## src/rtl/flash_guard_pkg.sv

```systemverilog
package flash_guard_pkg;
  typedef enum logic {
    PATH_PAGE = 1'b0,
    PATH_PROT = 1'b1
  } path_e;
endpackage

```

## src/rtl/fg_regs.sv

```systemverilog
module fg_regs
  import flash_guard_pkg::*;
#(
  parameter int PAGE_W = 7,
  parameter int SECT_N = 8,
  parameter logic [PAGE_W:0] KEY = 8'h5E
) (
  input  logic              clk_i,
  input  logic              rst_ni,
  input  logic              ctl_wr_i,
  input  logic              sel_wr_i,
  input  logic [PAGE_W:0]   wdata_i,
  output logic              info_o,
  output logic [PAGE_W-1:0] page_o,
  output logic [SECT_N-1:0] prot_o
);
  path_e             path_q;
  logic              info_q;
  logic [PAGE_W-1:0] page_q;

  // Only the locked state can arm; any control write from armed disarms.
  always_ff @(posedge clk_i or negedge rst_ni) begin
    if (!rst_ni) begin
      path_q <= PATH_PAGE;
    end else if (ctl_wr_i) begin
      path_q <= (path_q == PATH_PAGE && wdata_i == KEY) ? PATH_PROT : PATH_PAGE;
    end else if (sel_wr_i) begin
      path_q <= PATH_PAGE;
    end
  end

  always_ff @(posedge clk_i or negedge rst_ni) begin
    if (!rst_ni) begin
      info_q <= 1'b0;
      page_q <= '0;
    end else if (sel_wr_i && path_q == PATH_PAGE) begin
      {info_q, page_q} <= wdata_i;
    end
  end

  for (genvar i = 0; i < SECT_N; i++) begin : g_sect
    logic bit_q;
    always_ff @(posedge clk_i or negedge rst_ni) begin
      if (!rst_ni) bit_q <= 1'b0;
      else if (sel_wr_i && path_q == PATH_PROT && wdata_i[i]) bit_q <= 1'b1;
    end
    assign prot_o[i] = bit_q;
  end

  assign info_o = info_q;
  assign page_o = page_q;

  assert_prot_sticky_R5: assert property (@(posedge clk_i) disable iff (!rst_ni)
    ($past(prot_o) & ~prot_o) == '0);

  assert_prot_write_keeps_page_R4: assert property (@(posedge clk_i) disable iff (!rst_ni)
    (path_q == PATH_PROT && sel_wr_i && !ctl_wr_i) |=>
      (path_q == PATH_PAGE && $stable({info_o, page_o})));

  assert_page_write_R3: assert property (@(posedge clk_i) disable iff (!rst_ni)
    (path_q == PATH_PAGE && sel_wr_i) |=> ({info_o, page_o} == $past(wdata_i)));
endmodule

```

## src/rtl/fg_rules.sv

```systemverilog
module fg_rules #(
  parameter int ADDR_W    = 16,
  parameter int ROW_LSB   = 6,
  parameter int PAGE_W    = 7,
  parameter int SECT_N    = 8,
  parameter int INFO_PAGE = 3
) (
  input  logic                      info_q_i,
  input  logic [PAGE_W-1:0]         page_q_i,
  input  logic [SECT_N-1:0]         prot_q_i,
  input  logic [ADDR_W-ROW_LSB-1:0] addr_i,
  input  logic                      erase_i,
  input  logic                      info_i,
  input  logic                      dbg_i,
  output logic                      allow_o
);
  localparam int ROW_W    = ADDR_W - ROW_LSB;
  localparam int SECT_W   = $clog2(SECT_N);
  // Main array spans ADDR_W-1 bits; sectors are its top SECT_W bits.
  localparam int SECT_LSB = ADDR_W - 1 - SECT_W - ROW_LSB;

  logic [PAGE_W-1:0] addr_page;
  logic [PAGE_W-1:0] addr_info_row;
  logic [SECT_W-1:0] addr_sect;
  logic              page_hit, info_page_ok, sect_locked;

  assign addr_page     = addr_i[ROW_W-1 -: PAGE_W];
  assign addr_info_row = addr_i[PAGE_W-1:0];
  assign addr_sect     = addr_i[SECT_LSB +: SECT_W];

  assign page_hit     = !info_q_i && (addr_page == page_q_i);
  assign info_page_ok = info_q_i && (page_q_i == PAGE_W'(INFO_PAGE));
  assign sect_locked  = prot_q_i[addr_sect];

  always_comb begin
    if (info_i) begin
      allow_o = dbg_i && info_page_ok && (erase_i || addr_info_row == page_q_i);
    end else begin
      allow_o = page_hit && (dbg_i || !sect_locked);
    end
  end
endmodule

```

## src/rtl/flash_guard.sv

```systemverilog
module flash_guard #(
  parameter int ADDR_W    = 16,
  parameter int ROW_LSB   = 6,
  parameter int PAGE_W    = 7,
  parameter int SECT_N    = 8,
  parameter int INFO_PAGE = 3,
  parameter logic [PAGE_W:0] KEY = 8'h5E,
  localparam int DATA_W   = PAGE_W + 1,
  localparam int ROW_W    = ADDR_W - ROW_LSB
) (
  input  logic              clk_i,
  input  logic              rst_ni,
  input  logic              ctl_wr_i,
  input  logic              sel_wr_i,
  input  logic [DATA_W-1:0] wdata_i,
  input  logic              req_valid_i,
  input  logic [ROW_W-1:0]  req_addr_i,
  input  logic              req_erase_i,
  input  logic              req_info_i,
  input  logic              req_dbg_i,
  output logic              accept_o,
  output logic              ignore_o,
  output logic [DATA_W-1:0] page_sel_o,
  output logic [SECT_N-1:0] protect_o
);
  localparam int SECT_W   = $clog2(SECT_N);
  localparam int SECT_LSB = ADDR_W - 1 - SECT_W - ROW_LSB;

  logic              info_q;
  logic [PAGE_W-1:0] page_q;
  logic [SECT_N-1:0] prot_q;
  logic              allow;
  logic              accept_q, ignore_q;

  fg_regs #(.PAGE_W(PAGE_W), .SECT_N(SECT_N), .KEY(KEY)) u_regs (
    .clk_i    (clk_i),
    .rst_ni   (rst_ni),
    .ctl_wr_i (ctl_wr_i),
    .sel_wr_i (sel_wr_i),
    .wdata_i  (wdata_i),
    .info_o   (info_q),
    .page_o   (page_q),
    .prot_o   (prot_q)
  );

  fg_rules #(
    .ADDR_W(ADDR_W), .ROW_LSB(ROW_LSB), .PAGE_W(PAGE_W),
    .SECT_N(SECT_N), .INFO_PAGE(INFO_PAGE)
  ) u_rules (
    .info_q_i (info_q),
    .page_q_i (page_q),
    .prot_q_i (prot_q),
    .addr_i   (req_addr_i),
    .erase_i  (req_erase_i),
    .info_i   (req_info_i),
    .dbg_i    (req_dbg_i),
    .allow_o  (allow)
  );

  always_ff @(posedge clk_i or negedge rst_ni) begin
    if (!rst_ni) begin
      accept_q <= 1'b0;
      ignore_q <= 1'b0;
    end else begin
      accept_q <= req_valid_i && allow;
      ignore_q <= req_valid_i && !allow;
    end
  end

  assign accept_o   = accept_q;
  assign ignore_o   = ignore_q;
  assign page_sel_o = {info_q, page_q};
  assign protect_o  = prot_q;

  assert_one_pulse_R2: assert property (@(posedge clk_i) disable iff (!rst_ni)
    req_valid_i |=> (accept_o != ignore_o));

  assert_idle_quiet_R2: assert property (@(posedge clk_i) disable iff (!rst_ni)
    !req_valid_i |=> (!accept_o && !ignore_o));

  assert_cpu_info_drop_R9: assert property (@(posedge clk_i) disable iff (!rst_ni)
    (req_valid_i && req_info_i && !req_dbg_i) |=> ignore_o);

  assert_cpu_prot_drop_R7: assert property (@(posedge clk_i) disable iff (!rst_ni)
    (req_valid_i && !req_info_i && !req_dbg_i && protect_o[req_addr_i[SECT_LSB +: SECT_W]])
      |=> ignore_o);

  assert_main_page_gate_R6: assert property (@(posedge clk_i) disable iff (!rst_ni)
    (req_valid_i && !req_info_i && page_sel_o[PAGE_W]) |=> ignore_o);
endmodule

```

## config.mk

```make
export PLATFORM = sky130hd
export DESIGN_NAME = flash_guard
export DESIGN_NICKNAME = d
export VERILOG_FILES = /design/src/rtl/flash_guard_pkg.sv /design/src/rtl/fg_regs.sv /design/src/rtl/fg_rules.sv /design/src/rtl/flash_guard.sv
export SDC_FILE = /design/constraint.sdc
export NUM_CORES = 1
export LEC_CHECK = 0
export ABC_CLOCK_PERIOD_IN_PS = 2100
export BUFFER_PORTS_ARGS = -buffer_cell sky130_fd_sc_hd__buf_2
export CAP_MARGIN = 0
export CORE_UTILIZATION = 50
export DETAILED_ROUTE_END_ITERATION = 16
export PLACE_DENSITY = 0.83
export SETUP_SLACK_MARGIN = 0.4
export SLEW_MARGIN = 20
export SYNTH_ARGS = -nofsm -noshare
export SYNTH_HDL_FRONTEND = slang
export SYNTH_SLANG_ARGS = --single-unit
```

## constraint.sdc

```tcl
create_clock -name clk_i -period 2.1 [get_ports clk_i]
set_input_delay 0.21 -clock clk_i [delete_from_list [all_inputs] [get_ports clk_i]]
set_output_delay 0.21 -clock clk_i [all_outputs]
set_load 0.005 [all_outputs]
```

==> qor.yml, run 1 <==
status: "completed"
drtIter0Drc: 6
overflow: 0
hold_viol: 0
die_w_um: 47.8
powerDensity_nw_per_um2: 592
setup_viol: 0
power.switching_w: 0.000200
clock_power_share_pct: 24.2
wl_um: 2200
syn_to_final_growth_pct: 19.6
cap_violations: 0
grt_pass1_wl_um: 2910
initial_core_util_pct: 53.4
clk_pin_slew_ns: 0.11
numCtsBuffers: 3
syn_nets: 117
detail-route-antenna-nets: 0
critPathArrivalTime_ns: 1.68
synth_area_leaders: "dfrtp_1, mux2_2, buf_4, xnor2_1, xor2_1"
final_common_cell: "buf_2"
cp.required_ns: 2.35
worstMarginPinSlew_ns: 0.414
vias_per_cell: 5.14
ctsRootBufferMaster: "clkbuf_4"
final_nets: 154
firstDrtPassIters: 4
hpwlAfterDp_um: 1760
path_class: "flop to flop"
place_congestion: 0.802
grtUsageMet1_pct: 27.2
cts_sinks: 19
syn-cell-area_sq_um: 1050
ctsResizeCount: 0
first_global_vias: 665
via_count: 791
synth_cell_types: 30
cp_max_fo: 5
track_usage_pct: 19.7
fin_area_sq_um: 1250
skew_ns: 0.0116
period_minus_slack_ns: 1.44
pwr-share-comb_pct: 19.5
cp-end-kind: "flop"
htreeDepth: 1
post_dp_cell_area_sq_um: 1220
layout-drive-gt1-share_pct: 44.9
ys_seq_area_share_pct: 45.3
antenna_found_initial: 0
layout_common_cells: "buf_2, dfrtp_1, mux2_2, a21o_1"
ir_drop_uv: 534
gr-usage-met3_pct: 3.40
drc_errors: 0
dieArea_sq_um: 2280
num_antenna_cells: 0
rsz0062_at_grt: "false"
die_h_um: 47.8
clock.fmax_mhz: 697
p_leak_nw: 0.686
grt_max_degree: 20
synth_warnings: 0
tritoncts: "done"
internal-power_w: 0.000542
synth.top_cell.area_share_pct: 45.3
clock_path_buffers: 2
seqPwrFrac_pct: 56.2
wl_per_cell_um: 14.3
maxSlewHeadroom_pct: 72.4
syn_area_per_cell_sq_um: 11.5
synth_area_leader_cell: "dfrtp_1"
gr-usage-met2_pct: 29.7
portBuffers: 43
io-pin-count: 44
hp-class: "input port to flop"
switching_share_pct: 26.9
worstSetupStartpointType: "flop"
core_sq_um: 1960
top_usage_layer: "met2"
fin_setup_tns_ns: 0
rows: 16
synth_cells: 91
synth-seq-cells: 19
finalMaxSlewViolations: 0
finalCritPeriodShare_pct: 68.4
insertion_delay_ns: 0.30
-- cell type report --
class	instances	area [sq um]
clock buffers	4	26.3
repair buffers	44	225
fillers	166	708
inverters	1	3.75
multi-input cells	59	489
flip-flops and latches	19	475
well taps	27	33.8
-- state kept, by name, summed over array words and instances, names as in the netlist --
register,flops
u_regs.g_sect.bit_q,8
u_regs.page_o,7
accept_o,1
ignore_o,1
u_regs.info_o,1
u_regs.path_q,1
-- per-layer routing --
layer	wire, um	vias up
li1	-	390
met1	1040	363
met2	1010	36
met3	123	2
met4	23	0
met5	0	-
-- per-stage QoR --
step	cells	setup WS [ns]	util (%)	total power, W	hold WS (ns)
after floorplan	91	0.728	-	0.000502	-0.0856
after detailed placement	149	0.672	62.1	0.000570	0.168
final	154	0.664	63.9	0.000743	0.135
after global routing	154	0.583	63.9	0.000780	0.144
after CTS	154	0.657	63.9	0.000754	0.130
after global placement	149	0.711	62.1	0.000563	0.158
-- critical path: stages, from the launching register on --
cell and delay, ns:
dfrtp_1 0.45, xor2_1 0.15, or3_1 0.32, nor4_2 0.25
a32o_2 0.21
-- path summary, 6_finish.rpt --
| path | start | endpoint | slack [ns] | cells past startpoint |
|---|---|---|---|---|
| min in group asynchronous | rst_ni | ignore_o | 0.36 | 2 |
| hold / removal | req_valid_i | ignore_o | 0.14 | 3 |
| max in group asynchronous | rst_ni | u_regs.g_sect[2].bit_q | 1.44 | 2 |
| setup reg to reg | u_regs.page_o[4] | accept_o | 0.66 | 4 |
| setup / recovery | u_regs.page_o[4] | accept_o | 0.66 | 4 |
| hold reg to reg | u_regs.g_sect[3].bit_q | u_regs.g_sect[3].bit_q | 0.49 | 1 |
-- power groups by stage --
stage | Clock, W | Sequential (W) | Combinational (W)
2_1_floorplan | 0 | 0.000420 | 0.0000824
4_1_cts | 0.000190 | 0.000418 | 0.000147
6_report | 0.000180 | 0.000417 | 0.000145
3_3_place_gp | 0 | 0.000422 | 0.000141
5_1_grt | 0.000196 | 0.000422 | 0.000162
3_5_place_dp | 0 | 0.000425 | 0.000145
-- synth_stat cells --
cell,instances
nor4bb_1,1
a41o_1,1
nor2_1,1
nor4b_1,1
nand4_1,2
nand2_1,1
inv_1,1
or3_1,1
nor4_2,1
o22ai_1,1
a211oi_1,1
and4_1,1
a221oi_1,1
clkbuf_1,2
a21o_1,8
nor3_1,3
mux2_2,8
xnor2_1,7
o21ai_0,1
xor2_1,7
nand2b_1,2
dfrtp_1,19
nand4b_1,1
mux2i_1,4
buf_2,1
and2_1,2
a32o_2,1
or2_2,1
buf_4,9
nor4_1,1
-- what timing repair did --
item	in CTS	in global routing
endpoints found under the hold margin	19	0
buffers inserted	0	0
hold buffers	1	0
-- cell families (layout without fill, tap and decap cells) --
logic type	Yosys count	count (layout)	synth area share, %
mux	12	12	12.4
buf+inv	13	49	7.99
flops	19	19	45.3
compound gates	14	14	10.4
xor+xnor	14	14	11.7
simple gates	19	19	12.2
Note: power is estimated with default switching activity, not from simulation.
==> run 2, diff against run 1 <==
--- a/config.mk
+++ b/config.mk
@@ -5,12 +5,12 @@
 export SDC_FILE = /design/constraint.sdc
 export NUM_CORES = 1
 export LEC_CHECK = 0
-export ABC_CLOCK_PERIOD_IN_PS = 2100
+export ABC_CLOCK_PERIOD_IN_PS = 1340
 export BUFFER_PORTS_ARGS = -buffer_cell sky130_fd_sc_hd__buf_2
 export CAP_MARGIN = 0
-export CORE_UTILIZATION = 50
+export CORE_UTILIZATION = 46
 export DETAILED_ROUTE_END_ITERATION = 16
-export PLACE_DENSITY = 0.83
+export PLACE_DENSITY = 0.77
 export SETUP_SLACK_MARGIN = 0.4
 export SLEW_MARGIN = 20
 export SYNTH_ARGS = -nofsm -noshare
==> constraint.sdc (replaced) <==
create_clock -name clk_i -period 1.34 [get_ports clk_i]
set_input_delay 0.134 -clock clk_i [delete_from_list [all_inputs] [get_ports clk_i]]
set_output_delay 0.134 -clock clk_i [all_outputs]
set_load 0.005 [all_outputs]
==> qor.yml, run 2 (same netlist as run 1, synthesis figures left out) <==
track_usage_pct: 22.9  # was 19.7%
ir_drop_uv: 630  # was 534 uV
status: "complete, but fails checks"  # was completed
crit_chain: "xor2_1 -> or3_1 -> nor4_2 -> a32o_2"  # unchanged
rsz0062_at_grt: "true"  # was false
hp-class: "input port to flop"  # unchanged
p_leak_nw: 0.773  # was 0.686 nW
post-place-cells: 150  # was 149
cp_max_fo: 5  # unchanged
skew_ns: 0.00223  # was 0.0116 ns
violations: "setup timing"
finalCritPeriodShare_pct: 103  # was 68.4%
fillCellCount: 165  # was 166
dp_slack_ns: -0.0183  # was 0.672 ns
detail-route-antenna-nets: 0  # unchanged
critPathArrivalTime_ns: 1.63  # was 1.68 ns
holdWs_ns: 0.0572  # was 0.135 ns
final_common_cell: "buf_2"  # unchanged
syn_to_final_growth_pct: 34.6  # was 19.6%
die_w_um: 49.7  # was 47.8 um
vias_per_cell: 5.50  # was 5.14
period_minus_slack_ns: 1.38  # was 1.44 ns
first_global_vias: 924  # was 665
layout_common_cells: "buf_2, dfrtp_1, mux2_4, a21o_1, xnor2_1"  # was buf_2, dfrtp_1, mux2_2, a21o_1
ctsRootBufferMaster: "clkbuf_4"  # unchanged
clock_path_buffers: 2  # unchanged
cap_violations: 0  # unchanged
fin_cells: 163  # was 154
largest_reg_flops: 8  # unchanged
tritoncts: "done"  # unchanged
fin_area_sq_um: 1410  # was 1250 sq um
path_class: "flop to flop"  # unchanged
portBuffers: 43  # unchanged
overflow: 0  # unchanged
layout_setup_ws_ns: -0.0446  # was 0.664 ns
clk_pin_slew_ns: 0.11  # about the same
layout-drive-gt1-share_pct: 55.9  # was 44.9%
core_sq_um: 2040  # was 1960 sq um
finalMaxSlewViolations: 0  # unchanged
cpMaxStageDelayCell: "dfrtp_2"  # was dfrtp_1
via_count: 897  # was 791
powerDensity_nw_per_um2: 898  # was 592 nW/um^2
io-pin-count: 44  # unchanged
clock.fmax_mhz: 722  # was 697 MHz
cp.required_ns: 1.59  # was 2.35 ns
htreeDepth: 1  # unchanged
firstDrtPassIters: 5  # was 4
hpwlAfterDp_um: 1930  # was 1760 um
grt_pass1_wl_um: 4210  # was 2910 um
wl_um: 2590  # was 2200 um
fin_util_pct: 69.1  # was 63.9%
place_congestion: 0.828  # was 0.802
crit_path_max_incr_delay_ns: 0.46  # was 0.45 ns
maxSlewHeadroom_pct: 70.9  # was 72.4%
drtIter0Drc: 11  # was 6
grt_max_degree: 20  # unchanged
wl_per_cell_um: 15.9  # was 14.3 um
dieArea_sq_um: 2470  # was 2280 sq um
hold_viol: 0  # unchanged
top_register: "u_regs.g_sect.bit_q"  # unchanged
initial_core_util_pct: 51.3  # was 53.4%
insertion_delay_ns: 0.30  # about the same
worstSetupStartpointType: "flop"  # unchanged
antenna_found_initial: 0  # unchanged
cts_sinks: 19  # unchanged
cp-end-kind: "flop"  # unchanged
rows: 16  # unchanged
post_dp_cell_area_sq_um: 1220  # about the same
setup_viol: 2  # was 0
drc_errors: 0  # unchanged
worstMarginPinSlew_ns: 0.436  # was 0.414 ns
final_nets: 163  # was 154
die_h_um: 49.7  # was 47.8 um
num_antenna_cells: 0  # unchanged
numCtsBuffers: 3  # unchanged
run 2: final timing paths:
path / from / end / slack [ns] / cells past startpoint
worst max-delay path: u_regs.page_o[4] / accept_o / -0.04 / 4
worst min-delay path: wdata_i[1] / u_regs.g_sect[1].bit_q / 0.06 / 2
worst max register to register: u_regs.page_o[4] / accept_o / -0.04 / 4
worst min register to register: u_regs.g_sect[4].bit_q / u_regs.g_sect[4].bit_q / 0.49 / 1
max in group asynchronous: rst_ni / u_regs.page_o[6] / 0.71 / 2
min in group asynchronous: rst_ni / accept_o / 0.30 / 2
run 2: area by class of cell:
cell class / instances / area [sq um] / share of cell area [%]
sequential: 19 / 483 / 34.2
timing repair buffer: 53 / 323 / 22.9
tap: 27 / 33.8 / 2.39
clock buffer: 4 / 26.3 / 1.86
inverter: 1 / 3.75 / 0.266
multi-input combinational: 59 / 542 / 38.4
run 2: per-layer routing:
| layer | up-vias | GRT usage [%] | wire [um] |
|---|---|---|---|
| met5 | - | 0 | 0 |
| met4 | 0 | 8.10 | 23 |
| met3 | 4 | 4.94 | 114 |
| met2 | 26 | 38.3 | 1330 |
| met1 | 458 | 28.9 | 1120 |
| li1 | 409 | - | - |
run 2: where the power goes:
group	internal, W	switching [W]	total (W)
combinational	0.000186	0.000122	0.000308
sequential	0.000612	0.0000515	0.000663
clock	0.000116	0.000181	0.000297
total	0.000914	0.000354	0.00127
run 2: through the flow:
| stage | total power, W | setup TNS, ns |
|---|---|---|
| final | 0.00127 | -0.0736 |
| after floorplan | 0.000790 | 0 |
| after global placement | 0.000891 | 0 |
| after CTS | 0.00123 | -0.0488 |
| after detailed placement | 0.000900 | -0.0256 |
| after global routing | 0.00132 | -0.185 |
run 2: critical path: cells and delay by family, from the launching register on:
family,cells,cell delay [ns]
compound gates,1,0.21
xor+xnor,1,0.14
flops,1,0.46
simple gates,2,0.51
run 2: repair_timing:
action,4_1_cts,5_1_grt
endpoints found under the hold margin,19,0
hold buffers,1,0
cloned,0,0
gates resized for setup,17,9
endpoints found under the setup margin,34,36
pin swaps,0,0
buffers inserted,4,4
==> run 3, diff against run 2 <==
--- a/config.mk
+++ b/config.mk
@@ -5,12 +5,13 @@
 export SDC_FILE = /design/constraint.sdc
 export NUM_CORES = 1
 export LEC_CHECK = 0
-export ABC_CLOCK_PERIOD_IN_PS = 1340
+export ABC_CLOCK_PERIOD_IN_PS = 1600
 export BUFFER_PORTS_ARGS = -buffer_cell sky130_fd_sc_hd__buf_2
-export CAP_MARGIN = 0
-export CORE_UTILIZATION = 46
+export CAP_MARGIN = 20
+export CORE_MARGIN = 10
+export CORE_UTILIZATION = 50
 export DETAILED_ROUTE_END_ITERATION = 16
-export PLACE_DENSITY = 0.77
+export PLACE_DENSITY = 0.83
 export SETUP_SLACK_MARGIN = 0.4
 export SLEW_MARGIN = 20
 export SYNTH_ARGS = -nofsm -noshare
==> constraint.sdc (replaced) <==
create_clock -name clk_i -period 1.6 [get_ports clk_i]
set_input_delay 0.16 -clock clk_i [delete_from_list [all_inputs] [get_ports clk_i]]
set_output_delay 0.16 -clock clk_i [all_outputs]
set_load 0.005 [all_outputs]
==> qor.yml, run 3 (same netlist as run 1, synthesis figures left out) <==
status: "completed"  # was complete, but fails checks
clock.fmax_mhz: 721  # was 722 MHz
final_common_cell: "buf_2"  # unchanged
pwr-share-comb_pct: 20.4  # was 24.3%
die_w_um: 65.8  # was 49.7 um
fin_util_pct: 64.5  # was 69.1%
min_from: "wdata_i[5]"  # was wdata_i[1]
ctsRootBufferMaster: "clkbuf_4"  # unchanged
setup_viol: 0  # was 2
dieArea_sq_um: 4330  # was 2470 sq um
worstMarginPinSlew_ns: 0.436  # about the same
critical_path_buf_inv_count: 0  # unchanged
numCtsBuffers: 3  # unchanged
met2_length_um: 1440  # was 1330 um
fin_setup_tns_ns: 0  # was -0.0736 ns
crit_chain: "xor2_1 -> or3_1 -> nor4_2 -> a32o_2"  # unchanged
power.switching_w: 0.000279  # was 0.000354 W
switching_share_pct: 27.9  # about the same
critPathArrivalTime_ns: 1.62  # was 1.63 ns
insertion_delay_ns: 0.30  # about the same
path_class: "flop to flop"  # unchanged
skew_ns: 0.00825  # was 0.00223 ns
routed.top_layer: "met4"  # unchanged
rows: 16  # unchanged
detail-route-antenna-nets: 0  # unchanged
tritoncts: "done"  # unchanged
initial_core_util_pct: 52.9  # was 51.3%
hpwlAfterDp_um: 2200  # was 1930 um
seqPwrFrac_pct: 54.9  # was 52.3%
hp-class: "input port to flop"  # unchanged
maxSlewHeadroom_pct: 70.9  # about the same
ir_drop_uv: 581  # was 630 uV
num_antenna_cells: 0  # unchanged
hold_viol: 0  # unchanged
cpMaxStageDelayCell: "dfrtp_1"  # was dfrtp_2
r2r_cells: 4  # unchanged
vias_per_cell: 5.34  # was 5.50
r2r-end: "accept_o"  # unchanged
track_usage_pct: 12.7  # was 22.9%
wl_um: 2750  # was 2590 um
powerDensity_nw_per_um2: 782  # was 898 nW/um^2
total_power_w: 0.00100  # was 0.00127 W
place_congestion: 0.875  # was 0.828
cp-end-kind: "flop"  # unchanged
largest_reg_flops: 8  # unchanged
grt_pass1_wl_um: 4410  # was 4210 um
top_register: "u_regs.g_sect.bit_q"  # unchanged
syn_to_final_growth_pct: 22.0  # was 34.6%
htreeDepth: 1  # unchanged
clock_power_share_pct: 24.6  # was 23.4%
overflow: 0  # unchanged
holdWs_ns: 0.0834  # was 0.0572 ns
p_leak_nw: 0.695  # was 0.773 nW
first_global_vias: 937  # was 924
internal-power_w: 0.000720  # was 0.000914 W
reg2reg_slack_ns: 0.21  # was -0.04 ns
wl_per_cell_um: 17.6  # was 15.9 um
layout-drive-gt1-share_pct: 48.1  # was 55.9%
finalCritPeriodShare_pct: 86.7  # was 103%
cp.required_ns: 1.84  # was 1.59 ns
hold_depth: 2  # unchanged
post-place-cells: 149  # was 150
layout_common_cells: "buf_2, dfrtp_1, mux2_2, a21o_1"  # was buf_2, dfrtp_1, mux2_4, a21o_1, xnor2_1
finalMaxSlewViolations: 0  # unchanged
portBuffers: 43  # unchanged
dr_wl_met3_um: 144  # was 114 um
fin_cells: 156  # was 163
die_h_um: 65.8  # was 49.7 um
grt_max_degree: 20  # unchanged
period_minus_slack_ns: 1.39  # was 1.38 ns
antenna_found_initial: 0  # unchanged
via_count: 833  # was 897
crit_path_max_incr_delay_ns: 0.45  # was 0.46 ns
clk_pin_slew_ns: 0.11  # about the same
final_nets: 156  # was 163
io-pin-count: 44  # unchanged
firstDrtPassIters: 3  # was 5
cts_sinks: 19  # unchanged
drtIter0Drc: 18  # was 11
crit_cells: 4  # unchanged
clock_path_buffers: 2  # unchanged
cp_max_fo: 5  # unchanged
drc_errors: 0  # unchanged
critical_path.top_delay_family: "simple AND/OR/NAND/NOR gates"  # unchanged
worstSetupStartpointType: "flop"  # unchanged
rsz0062_at_grt: "true"  # unchanged
met1_length_um: 1150  # was 1120 um
core_sq_um: 1980  # was 2040 sq um
cap_violations: 0  # unchanged
min_to: "u_regs.g_sect[5].bit_q"  # was u_regs.g_sect[1].bit_q
r2r_start: "u_regs.page_o[4]"  # unchanged
-- run 3: changes by cell type in the layout (fill, tap and decap cells not counted), sizes merged --
cell | previous run | this run
buf | 52 | 45
-- run 3: what timing repair did --
action                                  in CTS  in global routing
endpoints found under the setup margin      10                  2
gates cloned                                 0                  0
buffers inserted                             2                  0
pin swaps                                    0                  2
hold buffers                                 1                  0
endpoints found under the hold margin       19                  0
gates resized for setup                      1                  2
-- run 3: layout make-up --
type | instances | area [sq um]
Fill cell | 164 | 703
Multi-Input combinational cell | 59 | 498
Sequential cell | 19 | 477
Timing Repair Buffer | 46 | 240
Tap cell | 27 | 33.8
Clock buffer | 4 | 26.3
Inverter | 1 | 3.75
-- run 3: worst max path at each step --
stage / from / endpoint / slack [ns]
floorplan: u_regs.page_o[4] / accept_o / 0.31
global placement: u_regs.page_o[4] / accept_o / 0.30
detailed placement: u_regs.page_o[4] / accept_o / 0.26
CTS: u_regs.page_o[4] / accept_o / 0.23
global route: u_regs.page_o[0] / accept_o / 0.17
finish: u_regs.page_o[4] / accept_o / 0.21
-- run 3: stage by stage --
step                      setup slack (ns)  area (sq um)
final                                0.212          1280
after global routing                 0.168          1280
after CTS                            0.233          1270
after detailed placement             0.256          1220
after global placement               0.302          1220
after floorplan                      0.309          1050
-- run 3: power groups by stage --
stage	combinational [W]	clock [W]	sequential [W]
after global placement	0.000190	0	0.000555
after CTS	0.000206	0.000249	0.000547
after detailed placement	0.000194	0	0.000558
after floorplan	0.000108	0	0.000551
final	0.000204	0.000246	0.000549
after global routing	0.000226	0.000260	0.000554
-- run 3: worst reg2reg max path, stage by stage (launching register included) --
cell and delay, ns:
dfrtp_1 0.45, xor2_1 0.15, or3_1 0.32, nor4_2 0.19, a32o_2 0.21
-- run 3: layer usage --
layer / vias up / GRT usage, %
met4: 0 / 4.01
met5: - / 0
met1: 411 / 14.3
met2: 23 / 21.9
li1: 395 / -
met3: 4 / 4.41
